[config.mk]
export PLATFORM = sky130hd
export DESIGN_NAME = isv_top
export DESIGN_NICKNAME = d
export VERILOG_FILES = /design/src/rtl/isv_pkg.sv /design/src/rtl/isv_lowbit.sv /design/src/rtl/isv_regs.sv /design/src/rtl/isv_outs.sv /design/src/rtl/isv_top.sv
export SDC_FILE = /design/constraint.sdc
export NUM_CORES = 1
export LEC_CHECK = 0
export ABC_AREA = 1
export ABC_CLOCK_PERIOD_IN_PS = 1500
export BUFFER_PORTS_ARGS = -buffer_cell sky130_fd_sc_hd__buf_2
export CORE_AREA = 2 2 69 71
export CTS_CLUSTER_SIZE = 28
export DETAILED_ROUTE_END_ITERATION = 7
export DIE_AREA = 0 0 71 73
export HOLD_SLACK_MARGIN = 0.15
export SKIP_CTS_REPAIR_TIMING = 1
export SYNTH_ARGS = -nofsm -noshare
export SYNTH_HDL_FRONTEND = slang
export SYNTH_SLANG_ARGS = --single-unit
[constraint.sdc]
create_clock -name clk -period 1.5 [get_ports clk]
set_input_delay 0.225 -clock clk [delete_from_list [all_inputs] [get_ports clk]]
set_output_delay 0.225 -clock clk [all_outputs]
set_load 0.05 [all_outputs]
[src/rtl/isv_pkg.sv]
package isv_pkg;
  localparam int unsigned SEL_W = 3;

  typedef enum logic [SEL_W-1:0] {
    SEL_MASK = 3'd0,
    SEL_STAT = 3'd1,
    SEL_VECT = 3'd2,
    SEL_DMA  = 3'd3,
    SEL_TEST = 3'd4
  } sel_e;

  // status bit positions used by the outputs and read path
  localparam int unsigned RX_RDY_BIT = 3;
  localparam int unsigned TX_RDY_BIT = 4;
  localparam int unsigned BUSY_BIT   = 12;
  // DMA control enable positions
  localparam int unsigned DRX_EN_BIT = 15;
  localparam int unsigned DTX_EN_BIT = 7;
  // test register force trigger and forced field width
  localparam int unsigned FORCE_BIT  = 11;
  localparam int unsigned FORCE_N    = 6;
  // write-one-to-clear subset and DMA control keep mask
  localparam logic [15:0] W1C_KEEP   = 16'h0027;
  localparam logic [15:0] DMA_KEEP   = 16'h8080;
endpackage

[src/rtl/isv_lowbit.sv]
module isv_lowbit #(
  parameter int unsigned W  = 6,
  parameter int unsigned IW = (W > 1) ? $clog2(W) : 1
) (
  input  logic [W-1:0]  vec,
  output logic          hit,
  output logic [IW-1:0] idx
);
  always_comb begin
    hit = |vec;
    idx = '0;
    for (int i = W - 1; i >= 0; i--) begin
      if (vec[i]) idx = IW'(i);
    end
  end
endmodule

[src/rtl/isv_regs.sv]
module isv_regs
  import isv_pkg::*;
#(
  parameter int unsigned DW      = 16,
  parameter int unsigned MW      = 6,
  parameter bit          NEW_REV = 1'b0,
  parameter int unsigned IW      = $clog2(MW)
) (
  input  logic             clk,
  input  logic             rst_n,
  input  logic             reg_we,
  input  logic [SEL_W-1:0] reg_sel,
  input  logic [DW-1:0]    reg_wdata,
  input  logic [DW-1:0]    evt_set,
  input  logic             vec_ack,
  input  logic [IW-1:0]    vec_idx,
  output logic [DW-1:0]    stat_q,
  output logic [MW-1:0]    mask_q,
  output logic [DW-1:0]    dma_q
);
  localparam logic [MW-1:0] MASK_KEEP = NEW_REV ? {MW{1'b1}} : ({MW{1'b1}} >> 1);

  logic [DW-1:0] stat_d, dma_d, clr, frc;
  logic [MW-1:0] mask_d;
  logic          stat_en, mask_en, dma_en;
  logic          wr_mask, wr_stat, wr_dma, wr_test;

  always_comb begin
    wr_mask = reg_we && (reg_sel == SEL_MASK);
    wr_stat = reg_we && (reg_sel == SEL_STAT);
    wr_dma  = reg_we && (reg_sel == SEL_DMA);
    wr_test = reg_we && (reg_sel == SEL_TEST);

    mask_d = mask_q;
    if (wr_mask) mask_d = reg_wdata[MW-1:0] & MASK_KEEP;
    dma_d = dma_q;
    if (wr_dma) begin
      dma_d = reg_wdata & DW'(DMA_KEEP);
      if (reg_wdata[DRX_EN_BIT]) mask_d[RX_RDY_BIT] = 1'b0;
      if (reg_wdata[DTX_EN_BIT]) mask_d[TX_RDY_BIT] = 1'b0;
    end
    mask_en = wr_mask || wr_dma;
    dma_en  = wr_dma;

    clr = '0;
    if (vec_ack) clr[vec_idx] = 1'b1;
    if (NEW_REV && wr_stat) clr = clr | (reg_wdata & DW'(W1C_KEEP));
    frc = '0;
    if (NEW_REV && wr_test && reg_wdata[FORCE_BIT]) frc[FORCE_N-1:0] = '1;
    // set pulses are applied last so a same-cycle set beats any clear
    stat_d  = (stat_q & ~clr) | frc | evt_set;
    stat_en = (stat_d != stat_q);
  end

  always_ff @(posedge clk or negedge rst_n) begin
    if (!rst_n) begin
      stat_q <= '0;
      mask_q <= '0;
      dma_q  <= '0;
    end else begin
      if (stat_en) stat_q <= stat_d;
      if (mask_en) mask_q <= mask_d;
      if (dma_en)  dma_q  <= dma_d;
    end
  end
endmodule

[src/rtl/isv_outs.sv]
module isv_outs
  import isv_pkg::*;
#(
  parameter int unsigned MW = 6
) (
  input  logic          clk,
  input  logic          rst_n,
  input  logic [MW-1:0] stat_lo,
  input  logic [MW-1:0] mask_q,
  input  logic          dma_rx_en,
  input  logic          dma_tx_en,
  output logic          irq,
  output logic          drq_rx,
  output logic          drq_tx
);
  logic irq_d, drq_rx_d, drq_tx_d;

  always_comb begin
    irq_d    = |(stat_lo & mask_q);
    drq_rx_d = dma_rx_en && stat_lo[RX_RDY_BIT];
    drq_tx_d = dma_tx_en && stat_lo[TX_RDY_BIT];
  end

  always_ff @(posedge clk or negedge rst_n) begin
    if (!rst_n) begin
      irq    <= 1'b0;
      drq_rx <= 1'b0;
      drq_tx <= 1'b0;
    end else begin
      irq    <= irq_d;
      drq_rx <= drq_rx_d;
      drq_tx <= drq_tx_d;
    end
  end
endmodule

[src/rtl/isv_top.sv]
module isv_top
  import isv_pkg::*;
#(
  parameter int unsigned DW      = 16,
  parameter int unsigned MW      = 6,
  parameter bit          NEW_REV = 1'b0
) (
  input  logic             clk,
  input  logic             rst_n,
  input  logic             reg_we,
  input  logic             reg_re,
  input  logic [SEL_W-1:0] reg_sel,
  input  logic [DW-1:0]    reg_wdata,
  output logic [DW-1:0]    reg_rdata,
  input  logic [DW-1:0]    evt_set,
  input  logic             bus_busy,
  output logic             irq,
  output logic             drq_rx,
  output logic             drq_tx
);
  localparam int unsigned IW = $clog2(MW);

  logic [DW-1:0] stat_q, dma_q;
  logic [MW-1:0] mask_q;
  logic          vec_hit, vec_ack;
  logic [IW-1:0] vec_idx;

  isv_lowbit #(.W(MW), .IW(IW)) u_low (
    .vec (stat_q[MW-1:0] & mask_q),
    .hit (vec_hit),
    .idx (vec_idx)
  );

  always_comb begin
    vec_ack = !NEW_REV && reg_re && (reg_sel == SEL_VECT) && vec_hit;
  end

  isv_regs #(.DW(DW), .MW(MW), .NEW_REV(NEW_REV), .IW(IW)) u_regs (
    .clk       (clk),
    .rst_n     (rst_n),
    .reg_we    (reg_we),
    .reg_sel   (reg_sel),
    .reg_wdata (reg_wdata),
    .evt_set   (evt_set),
    .vec_ack   (vec_ack),
    .vec_idx   (vec_idx),
    .stat_q    (stat_q),
    .mask_q    (mask_q),
    .dma_q     (dma_q)
  );

  isv_outs #(.MW(MW)) u_outs (
    .clk       (clk),
    .rst_n     (rst_n),
    .stat_lo   (stat_q[MW-1:0]),
    .mask_q    (mask_q),
    .dma_rx_en (dma_q[DRX_EN_BIT]),
    .dma_tx_en (dma_q[DTX_EN_BIT]),
    .irq       (irq),
    .drq_rx    (drq_rx),
    .drq_tx    (drq_tx)
  );

  always_comb begin
    reg_rdata = '0;
    case (reg_sel)
      SEL_MASK: reg_rdata = {{(DW-MW){1'b0}}, mask_q};
      SEL_STAT: begin
        reg_rdata           = stat_q;
        reg_rdata[BUSY_BIT] = bus_busy;
      end
      SEL_VECT: if (!NEW_REV && vec_hit) reg_rdata = {{(DW-IW){1'b0}}, vec_idx} + DW'(1);
      SEL_DMA:  reg_rdata = dma_q;
      default:  reg_rdata = '0;
    endcase
  end
endmodule

# Word level (Yosys, flattened, before mapping)
# Cells that the tools add are included.
[word_totals]
in_bits = 40
wordCells = 44
latchBits = 0
ramBits = 0
ff_bits = 26
mem_bits_ro = 0
memories = 0
output_inout_bits = 19
[op_classes]
shift = 0
magnitude_cmp = 2
n_reduce_logical = 11
div = 0
n_addsub = 1
muxes = 15
n_bitwise = 4
multipliers = 0
n_eq_ne = 4
[op_table]
columns = ["cell", "n"]
rows = [
  ["$pmux W16 S4", 1],
  ["$mux W3", 6],
  ["$and A16 B16 Y16", 1],
  ["$ne A16 B16 Y1", 1],
  ["$not A8 Y16", 1],
  ["$or A16 B16 Y16", 1],
  ["$mux W8", 1],
  ["$logic_and A1 B1 Y1", 7],
  ["$and A6 B5 Y6", 1],
  ["$eq A3 B2 Y1 const B", 2],
  ["$reduce_or A6 Y1", 1],
  ["$lt A3 B5 Y1 const B", 1],
  ["$mux W5", 1],
  ["$add A3 B1 Y4 const B", 1],
  ["$mux W4", 1],
  ["$demux W1 S3", 1],
  ["$eq A3 B1 Y1 const B", 1],
  ["$ge A3 B1 Y1 const B", 1],
  ["$logic_not A3 Y1", 1],
  ["$mux W1", 3],
  ["$mux W2", 1],
  ["$reduce_and A2 Y1", 1],
  ["$logic_or A1 B1 Y1", 1],
]

# Longest topological paths before layout
[logic_depth]
depth_word = 16
mapped_depth = 11
mapped_depth_nobuf = 11

# By module
# From an unflattened synthesis, not the netlist that was laid out.
[hier_totals]
cells_unflattened = 255
area_unflattened_um2 = 1806.7
[by_module_without_submodules]
columns = ["module", "seq_area_each_um2", "n_inst", "area_per_inst_um2", "cells_each"]
rows = [
  ["isv_regs", 575.6, 1, 1063.5, 117],
  ["isv_top", 0.0, 1, 533.0, 104],
  ["isv_outs", 75.1, 1, 137.6, 19],
  ["isv_lowbit", 0.0, 1, 72.6, 15],
]

# Worst setup path after synthesis
# Ideal clock, no wire load.
[synth_timing]
path_kind = "input port to output port"
from = "input reg_sel[1]"
to = "output reg_rdata[3]"
required_ns = 1.275
t_arrival_ns = 1.591
path_slack_ns = -0.316
cell_stages = 3
n_path_buf = 0
cell_sequence = "nor2_4 -> nand2_4 -> o21ai_0"
[synth_via]
elab_chain_len = 2
elab_cells_between_ends = 5
cone_classes = "3 x eq/ne; 1 x mux; 1 x reduce/logical"
[synth_lines]
columns = ["element", "line_no", "rtl"]
rows = [
  ["start: declaration", "isv_top.sv:12", "input logic [SEL_W-1:0] reg_sel,"],
  ["$eq A3 B2 Y1 (tied with other cells)", "isv_top.sv:66", "case (reg_sel)"],
  ["$pmux W16 S4 (*)", "isv_top.sv:66", ""],
  ["end: declaration", "isv_top.sv:14", "output logic [DW-1:0] reg_rdata,"],
]
# Mark *: on every way between the ends. The rest lies on a longest branch, timed or not.

# Worst setup path after layout
[layout_timing]
from = "register u_regs.mask_q[3]"
to = "output reg_rdata[2]"
[layout_via]
elab_chain_len = 8
elab_cells_between_ends = 9
cone_classes = "1 x add/sub; 6 x mux; 1 x bitwise; 1 x reduce/logical"
[layout_lines]
columns = ["element", "line_no", "rtl"]
rows = [
  ["start: declaration", "isv_regs.sv:18", "output logic [MW-1:0] mask_q,"],
  ["start signal: assignment", "isv_regs.sv:62", "if (mask_en) mask_q <= mask_d;"],
  ["$and A6 B5 Y6 (*)", "isv_top.sv:29", ".vec (stat_q[MW-1:0] & mask_q),"],
  ["$mux W3 (4 in series)", "isv_lowbit.sv:13", "if (vec[i]) idx = IW'(i);"],
  ["$add A3 B1 Y4", "isv_top.sv:72", "SEL_VECT: if (!NEW_REV && vec_hit) reg_rdata = {{(DW-IW){1'b0}}, vec_idx} + DW'(1);"],
  ["$mux W4 (*)", "isv_top.sv:72", ""],
  ["$pmux W16 S4 (*)", "isv_top.sv:66", ""],
]
# Marked as above.

==> results.sh <==
export IMPL_io_buffers=48
export IMPL_multi_input_area_um2=653
export IMPL_initial_core_util=0.287
export IMPL_synth_warnings=0
export IMPL_crit_required_ns=1.27
export IMPL_slowest_delay_ns=0.40
export IMPL_min_period_over_period=1.24
export IMPL_fin_nets=295
export IMPL_cts_root_buf="clkbuf_8"
export IMPL_dp_hpwl_mm=2.50
export IMPL_routed_wl_mm=3.49
export IMPL_pwr_share_comb=0.403
export IMPL_power_density_nw_per_um2=922
export IMPL_setup_viol=3
export IMPL_drt_iter0_drc=59
export IMPL_clockBufferDepth=2
export IMPL_p_int_uw=1250
export IMPL_track_usage=0.132
export IMPL_drc_errors=0
export IMPL_timing_fmax_mhz=536
export IMPL_dieArea_um2=5180
export IMPL_num_vias=1288
export IMPL_pwr_share_seq=0.386
export IMPL_ys_types=21
export IMPL_grt_pass1_vias=1191
export IMPL_power_net_switching_uw=725
export IMPL_yosys_register_bits=25
export IMPL_p_total_uw=1970
export IMPL_regArea_um2=626
export IMPL_cts_tree="done"
export IMPL_firstDrtPassIters=4
export IMPL_drive_above_1_share=0.514
export IMPL_cp_start_kind="flop"
export IMPL_ys_flop_type="dfrtp_1"
export IMPL_worstMarginPinSlew_ns=0.604
export IMPL_setup_ws_ns=-0.364
export IMPL_syn_cell_area_um2=1300
export IMPL_p_clk_frac=0.212
export IMPL_hold_path_class="in2reg"
export IMPL_fin_crit_ns=1.86
export IMPL_ir_worst_vdd_mv=0.339
export IMPL_slew_headroom=0.597
export IMPL_skew_ns=0.00468
export IMPL_gp_congestion=0.842
export IMPL_failed_checks="setup timing"
export IMPL_clk_pin_slew_ns=0.09
export IMPL_viasPerCell=4.20
export IMPL_fillCellCount=442
export IMPL_cts_buffers_inserted=3
export IMPL_grt_overflow_total=0
export IMPL_pin_count=59
export IMPL_yosysSeqAreaShare=0.481
export IMPL_wl_per_cell_um=11.4
export IMPL_synth_top_area_frac=0.481
export IMPL_hold_violations=0
export IMPL_row_count=25
export IMPL_crit_family="simple AND/OR/NAND/NOR gates"
export IMPL_maxCapViolCount=0
export IMPL_path_max_fanout=2
export IMPL_synth_common_cells="38 x nand2_1, 30 x inv_1, 25 x dfrtp_1"
export IMPL_grt_max_degree=26
export IMPL_cts_sinks=25
export IMPL_antenna_cells=0
export IMPL_synth_fp_nets=205
export IMPL_yosysTopAreaCell="dfrtp_1"
export IMPL_grt_pass1_wl_mm=5.37
export IMPL_htree_levels=1
export IMPL_dieWidth_um=71
export IMPL_swShare=0.368
export IMPL_p_leak_uw=0.00115
export IMPL_core_area_um2=4540
export IMPL_synth_edf_count=0
export IMPL_antenna_found_initial=0
export IMPL_synth_most_common_cell="nand2_1"
export IMPL_ant_nets=0
export IMPL_die_h_um=73
export IMPL_slew_violations=0
export IMPL_cpMostUsedCell="nand2_2"
export IMPL_path_class="reg2out"
export IMPL_place_area_um2=1830
export IMPL_rsz0062_at_grt="yes"
export IMPL_critical_path_slowest_cell="dfrtp_1"
export IMPL_finish_instance_area_um2=2140
export IMPL_crit_chain="nand2_2 -> inv_4 -> nand2_4 -> nand2_2 -> nand2_2 -> inv_2 -> ha_4 -> a21oi_2 -> nand2_2 -> nand3_4 -> buf_8"
export IMPL_cp_arrival_ns=1.64
export IMPL_synth_async_sr_flop_share=1.00
export IMPL_avgSynthCellArea_um2=7.93
export IMPL_area_growth_pct=64.4
export IMPL_cp_buffers_inverters=3
export IMPL_netlist_instances=164
export IMPL_cp_end_kind="primary output"
export IMPL_clk_insertion_delay_late_ns=0.27
export IMPL_yosys_top_cells_area="dfrtp_1 48%, nand2_1 11%, inv_1 8.7%, nand3_1 6.9%, or2_2 4.8%"
export IMPL_status="finished with violations"
==> kinds of logic (layout without fill, tap and decap cells) <==
| logic type | Yosys count | after routing | share of synthesized area |
|---|---|---|---|
| AOI/OAI and AO/OA | 16 | 16 | 0.0789 |
| DFF | 25 | 25 | 0.481 |
| adders and majority gates | 1 | 1 | 0.00962 |
| buffers and inverters | 35 | 124 | 0.108 |
| and+or+nand+nor | 87 | 87 | 0.322 |
==> worst paths after layout <==
check,startpoint,endpoint,slack [ns],depth (start not counted)
max,u_regs.mask_q[3]$_DFFE_PN0P_,reg_rdata[2],-0.36,11
min,evt_set[2],u_regs.stat_q[2]$_DFFE_PN0P_,0.14,3
max reg2reg,u_regs.mask_q[3]$_DFFE_PN0P_,u_regs.stat_q[2]$_DFFE_PN0P_,0.01,10
min reg2reg,u_regs.stat_q[13]$_DFFE_PN0P_,u_regs.stat_q[13]$_DFFE_PN0P_,0.47,1
max in group asynchronous,rst_n,u_regs.stat_q[4]$_DFFE_PN0P_,0.62,2
min in group asynchronous,rst_n,u_regs.stat_q[7]$_DFFE_PN0P_,0.48,2
==> layer usage <==
metal / vias to the layer above / global-route usage / wire, µm / part of all wire
li1: 676 / - / - / -
met1: 566 / 0.172 / 1590 / 0.46
met2: 41 / 0.215 / 1660 / 0.48
met3: 5 / 0.0262 / 179 / 0.051
met4: 0 / 0.0566 / 56 / 0.016
met5: - / 0 / 0 / 0
==> worst register-to-register path: cells and delay by family, from the launching register on <==
kind            cells  cell delay, ns
flops               1            0.40
compound gates      1            0.06
buf+inv             3            0.40
simple gates        6            0.58
==> stage by stage <==
stage | hold WS (ns) | cells | utilization | setup TNS (ns) | setup slack, ns
after CTS | -0.0396 | 288 | 0.414 | -1.38 | -0.507
after global placement | 0.259 | 284 | 0.404 | -0.358 | -0.152
after global routing | 0.153 | 307 | 0.471 | -1.42 | -0.442
after detailed placement | 0.265 | 284 | 0.404 | -0.424 | -0.189
after floorplan | -0.0706 | 164 | - | -0.643 | -0.316
final | 0.143 | 307 | 0.471 | -0.984 | -0.364
==> power groups by stage <==
| stage | Sequential, µW | Combinational, µW | Clock (µW) |
|---|---|---|---|
| 5_1_grt | 763 | 868 | 469 |
| 4_1_cts | 758 | 678 | 435 |
| 3_5_place_dp | 772 | 676 | 0 |
| 6_report | 760 | 793 | 417 |
| 2_1_floorplan | 819 | 383 | 0 |
| 3_3_place_gp | 769 | 663 | 0 |
==> cells in the final DEF, fill, tap and decap left out, drive strengths merged <==
cell	count
or2	10
ha	1
dlygate4sd3	15
nand2	45
nor2	13
inv	32
clkinv	2
o22ai	1
buf	71
o21ai	10
nand4	1
dfrtp	25
clkbuf	4
nand3	18
a21oi	5
==> flip-flops by register name, summed over array words and instances (netlist names) <==
| register | cells |
|---|---|
| u_regs.mask_q | 5 |
| u_outs.drq_tx | 1 |
| u_outs.irq | 1 |
| u_regs.stat_q | 15 |
| u_outs.drq_rx | 1 |
| u_regs.dma_q | 2 |
==> layout make-up <==
| class | instances | area share |
|---|---|---|
| Multi-Input combinational cell | 104 | 0.306 |
| Timing Repair Buffer | 86 | 0.286 |
| Tap cell | 54 | 0.0316 |
| Clock buffer | 4 | 0.0211 |
| Sequential cell | 25 | 0.293 |
| Inverter | 34 | 0.0632 |
(Power assumes the default switching activity.)
